[config.mk]
export PLATFORM = sky130hd
export DESIGN_NAME = wake_event_ctrl
export DESIGN_NICKNAME = d
export VERILOG_FILES = /design/src/rtl/wake_event_ctrl.sv
export SDC_FILE = /design/constraint.sdc
export NUM_CORES = 1
export LEC_CHECK = 0
export BUFFER_PORTS_ARGS = -buffer_cell sky130_fd_sc_hd__buf_2
export CORE_ASPECT_RATIO = 2
export CORE_MARGIN = 2
export CORE_UTILIZATION = 30
export DETAILED_ROUTE_END_ITERATION = 16
export PLACE_DENSITY = 0.57
export SYNTH_ARGS = -nofsm -noshare
export SYNTH_HDL_FRONTEND = slang
export SYNTH_SLANG_ARGS = --single-unit
[constraint.sdc]
create_clock -name clk -period 1.3 [get_ports clk]
set_input_delay 0.26 -clock clk [delete_from_list [all_inputs] [get_ports clk]]
set_output_delay 0.26 -clock clk [all_outputs]
set_load 0.005 [all_outputs]
[src/rtl/wake_event_ctrl.sv]
module wake_event_ctrl #(
  parameter logic [7:0] STS_INDEX = 8'hC7,
  parameter logic [7:0] EN_INDEX  = 8'hC8,
  parameter int SYNC_STAGES = 2
) (
  input  logic       clk,
  input  logic       stby_por_n,
  input  logic       ri2_in,
  input  logic       ri1_in,
  input  logic       kbd_in,
  input  logic       mouse_in,
  input  logic       pme_global_en,
  input  logic [7:0] reg_idx,
  input  logic [7:0] reg_wdata,
  input  logic       reg_wr,
  input  logic       reg_rd,
  output logic [7:0] reg_rdata,
  output logic       pme_n
);
  localparam int NSRC = 4;

  logic [NSRC-1:0] src_raw, rise, sts, en, sts_clr;
  logic [SYNC_STAGES:0][NSRC-1:0] pipe;
  logic sts_wr, en_wr, unused_wdata_bits;

  assign src_raw = {mouse_in, kbd_in, ri1_in, ri2_in};
  assign rise    = pipe[SYNC_STAGES-1] & ~pipe[SYNC_STAGES];
  assign sts_wr  = reg_wr && (reg_idx == STS_INDEX);
  assign en_wr   = reg_wr && (reg_idx == EN_INDEX);
  assign sts_clr = sts_wr ? reg_wdata[NSRC:1] : '0;
  assign unused_wdata_bits = ^{reg_wdata[7:NSRC+1], reg_wdata[0]};

  always_ff @(posedge clk or negedge stby_por_n) begin
    if (!stby_por_n) begin
      pipe  <= '0;
      sts   <= '0;
      en    <= '0;
      pme_n <= 1'b1;
    end else begin
      pipe  <= {pipe[SYNC_STAGES-1:0], src_raw};
      sts   <= (sts & ~sts_clr) | rise;
      if (en_wr) en <= reg_wdata[NSRC:1];
      pme_n <= ~(pme_global_en && |(sts & en));
    end
  end

  always_comb begin
    reg_rdata = 8'h00;
    if (reg_rd) begin
      if (reg_idx == STS_INDEX)     reg_rdata = {{(7-NSRC){1'b0}}, sts, 1'b0};
      else if (reg_idx == EN_INDEX) reg_rdata = {{(7-NSRC){1'b0}}, en, 1'b0};
    end
  end

  always_comb begin
    assert_reserved_zero_R6: assert (reg_rdata[0] == 1'b0 && reg_rdata[7:NSRC+1] == '0)
      else $error("reserved read bits nonzero");
  end

  assert_set_wins_R5: assert property (@(posedge clk) disable iff (!stby_por_n)
    (rise != '0) |=> ((sts & $past(rise)) == $past(rise)));

  assert_clear_R4: assert property (@(posedge clk) disable iff (!stby_por_n)
    sts_wr |=> ((sts & $past(reg_wdata[NSRC:1] & ~rise)) == '0));

  assert_sticky_R3: assert property (@(posedge clk) disable iff (!stby_por_n)
    (!sts_wr && rise == '0) |=> $stable(sts));

  assert_en_hold_R6: assert property (@(posedge clk) disable iff (!stby_por_n)
    !en_wr |=> $stable(en));

  assert_gen_off_R7: assert property (@(posedge clk) disable iff (!stby_por_n)
    !pme_global_en |=> pme_n);

  assert_no_source_R7: assert property (@(posedge clk) disable iff (!stby_por_n)
    ((sts & en) == '0) |=> pme_n);
endmodule

==> flow_summary_export.csv <==
group,metric,value,unit
critical_path,critPathKind,"input port to output pin",
hold_path,min_to,"pipe[2]$_DFF_PN0_",
cells_and_area,n_antenna_cell,0,
cells_and_area,multi_input_area,293,um2
hold_path,holdCritPathClass,"input port to flop",
placement,place_congestion,0.608,
global_route,first_global_vias,598,
clocking,clkTransAtPathRegs,0.07,ns
floorplan,start_util,31.0,%
global_route,grt_usage,11.6,%
sta,fin_skew,0.00134,ns
power,leakage,0.550,nW
critical_path,end_kind,"output pin",
critical_path,r2r_slack,0.41,ns
floorplan,boundaryPins,34,
logic_synthesis,ys_seq_area_share,62.9,%
sta,whs,0.107,ns
global_route,grt_pass1_wl,2.55,mm
cells_and_area,final_cell_mix,"buf_2 (23), dfrtp_1 (20), buf_4 (8), a22o_1 (6)",
global_route,antenna_found_initial,0,
drt,dr.pass1.iters,2,
sta,timing.final.ws_setup,-0.00776,ns
sta,period_share,101,%
sta,fmax,0.765,GHz
drt,num_vias,572,
cells_and_area,num-fill-cells,271,
drt,post_drt_via_cell_ratio,4.61,
sta,fin_crit,1.31,ns
logic_synthesis,syn_area,837,um2
drt,wl,1.58,mm
power,ir_drop,0.696,mV
logic_synthesis,synth_area_per_cell,14.2,um2
sta,rsz0062_at_grt,"true",
hold_path,min_path_cells,1,
floorplan,die-area,3250,um2
critical_path,required,1.04,ns
cells_and_area,seqCellArea,527,um2
critical_path,worst_ep_arrival_time,1.05,ns
hold_path,min-delay-start,"kbd_in",
critical_path,reg2regPathDepth,2,
clocking,cts_buffers,3,
clocking,tritoncts,"yes",
clocking,cts_root_buffer,"clkbuf_8",
logic_synthesis,yosysWarnings,0,
status,violations,"setup timing",
sta,hold_viol,0,
logic_synthesis,ys_ff_latch,21,
floorplan,core,2700,um2
logic_synthesis,syn_inst,59,
cells_and_area,final_common_cell,"buf_2",
critical_path,reg2reg_from,"en[2]$_DFFE_PN0P_",
floorplan,die_height,78.7,um
drt,drc,0,
clocking,htree_levels,1,
cells_and_area,drive_gt1_share,51.6,%
power,powerDensity,1080,nW/um2
clocking,clk_latency,0.25,ns
clocking,clk_path_buf_depth,2,
critical_path,critPathLaunchType,"input port",
logic_synthesis,yosysUniqueCellTypes,17,
floorplan,num_rows,27,
cells_and_area,fin_nets,121,
drt,wl_per_cell,12.7,um
global_route,grt_max_degree,22,
drt,drt_iter0_markers,4,
drt,ant_nets,0,
clocking,cts.sinks,21,
sta,finalSetupViolCount,3,
status,status,"finished with violations",
placement,port-buffer-count,25,
sta,timing.final.max_slew_violations,0,
global_route,overflow,0,
run,drv_cap,0,
critical_path,critical_path.max_fanout,6,
critical_path,r2r_end,"pme_n$_DFF_PN1_",
power,total_power,1.21,mW
floorplan,die_w,41.4,um
cells_and_area,area_growth_syn_to_layout,34.2,%
-- how the worst max path moves through the flow --
stage	startpoint	endpoint	slack, ns	cells after the start
after detailed placement	reg_idx[1]	en[1]$_DFFE_PN0P_	-0.09	5
after global placement	reg_idx[1]	en[1]$_DFFE_PN0P_	-0.07	5
after global routing	reg_idx[2]	reg_rdata[3]	-0.07	6
final	reg_idx[3]	reg_rdata[4]	-0.008	5
after floorplan	reg_idx[1]	en[0]$_DFFE_PN0P_	0.08	3
after CTS	reg_idx[2]	reg_rdata[1]	-0.01	6
-- cell usage after synthesis --
| cell | instances | area share [%] |
|---|---|---|
| and4b_2 | 1 | 1.3 |
| o21ai_0 | 1 | 0.60 |
| buf_4 | 4 | 3.6 |
| a22oi_1 | 4 | 3.6 |
| nor4b_4 | 1 | 2.8 |
| nand2_1 | 1 | 0.45 |
| buf_2 | 1 | 0.60 |
| conb_1 | 1 | 0.45 |
| inv_1 | 4 | 1.8 |
| dfstp_2 | 1 | 3.1 |
| nor2_1 | 4 | 1.8 |
| a22o_1 | 6 | 6.3 |
| nand3_4 | 1 | 2.1 |
| nand4_1 | 4 | 3.0 |
| and4bb_2 | 1 | 1.5 |
| mux2_4 | 4 | 7.2 |
| dfrtp_1 | 20 | 60 |
-- state kept, by name, indices dropped and copies added (netlist names) --
register and count:
pipe 12, sts 4, en 4, pme_n 1
-- worst max-delay path: stages --
cell and delay, ns:
buf_2 0.10, and4b_2 0.37, a22oi_1 0.12, nor2_1 0.08, buf_2 0.11
-- power by group --
part / leakage, nW / switching [mW] / internal (mW)
sequential: 0.241 / 0.0124 / 0.683
clock: 0.0228 / 0.193 / 0.218
combinational: 0.286 / 0.0476 / 0.0601
total: 0.550 / 0.253 / 0.961
-- logic make-up (layout without fill, tap and decap cells) --
family | after synthesis | after routing | share of synthesized area [%]
buffers and inverters | 9 | 42 | 5.98
and+or+nand+nor | 13 | 13 | 13.0
AOI/OAI and AO/OA | 11 | 11 | 10.5
muxes | 4 | 4 | 7.18
DFF | 21 | 21 | 62.9
other | 1 | 4 | 0.448
-- per-layer routing --
metal | routed length, um | global-route usage (%) | up-vias
met5 | 0 | 0 | -
met3 | 100 | 1.68 | 2
li1 | - | - | 275
met1 | 606 | 13.5 | 274
met2 | 846 | 18.1 | 21
met4 | 25 | 7.74 | 0
-- timing repair --
action / CTS / global route
gates resized for setup: 6 / 1
hold buffers: 1 / 0
endpoints found under the hold margin: 20 / 0
buffers inserted: 1 / 2
endpoints found under the setup margin: 4 / 4
pin swaps: 4 / 4
gates cloned: 0 / 0
-- layout make-up --
class                   count  area share, %
repair buffers             34           18.5
clock buffers               4           4.01
inverters                   4           1.34
multi-input cells          32           26.1
well taps                  29           3.23
flip-flops and latches     21           46.9
-- through the flow --
stage | TNS (ns) | area [um2] | utilization [%] | setup slack (ns) | std cells
after global placement | -0.459 | 1010 | 37.5 | -0.0697 | 116
after CTS | -0.0422 | 1100 | 40.8 | -0.0115 | 122
final | -0.0155 | 1120 | 41.6 | -0.00776 | 124
after floorplan | 0 | 848 | - | 0.0779 | 62
after global routing | -0.268 | 1120 | 41.6 | -0.0704 | 124
after detailed placement | -0.503 | 1010 | 37.5 | -0.0864 | 116
Power figures use the tool's default switching activity.
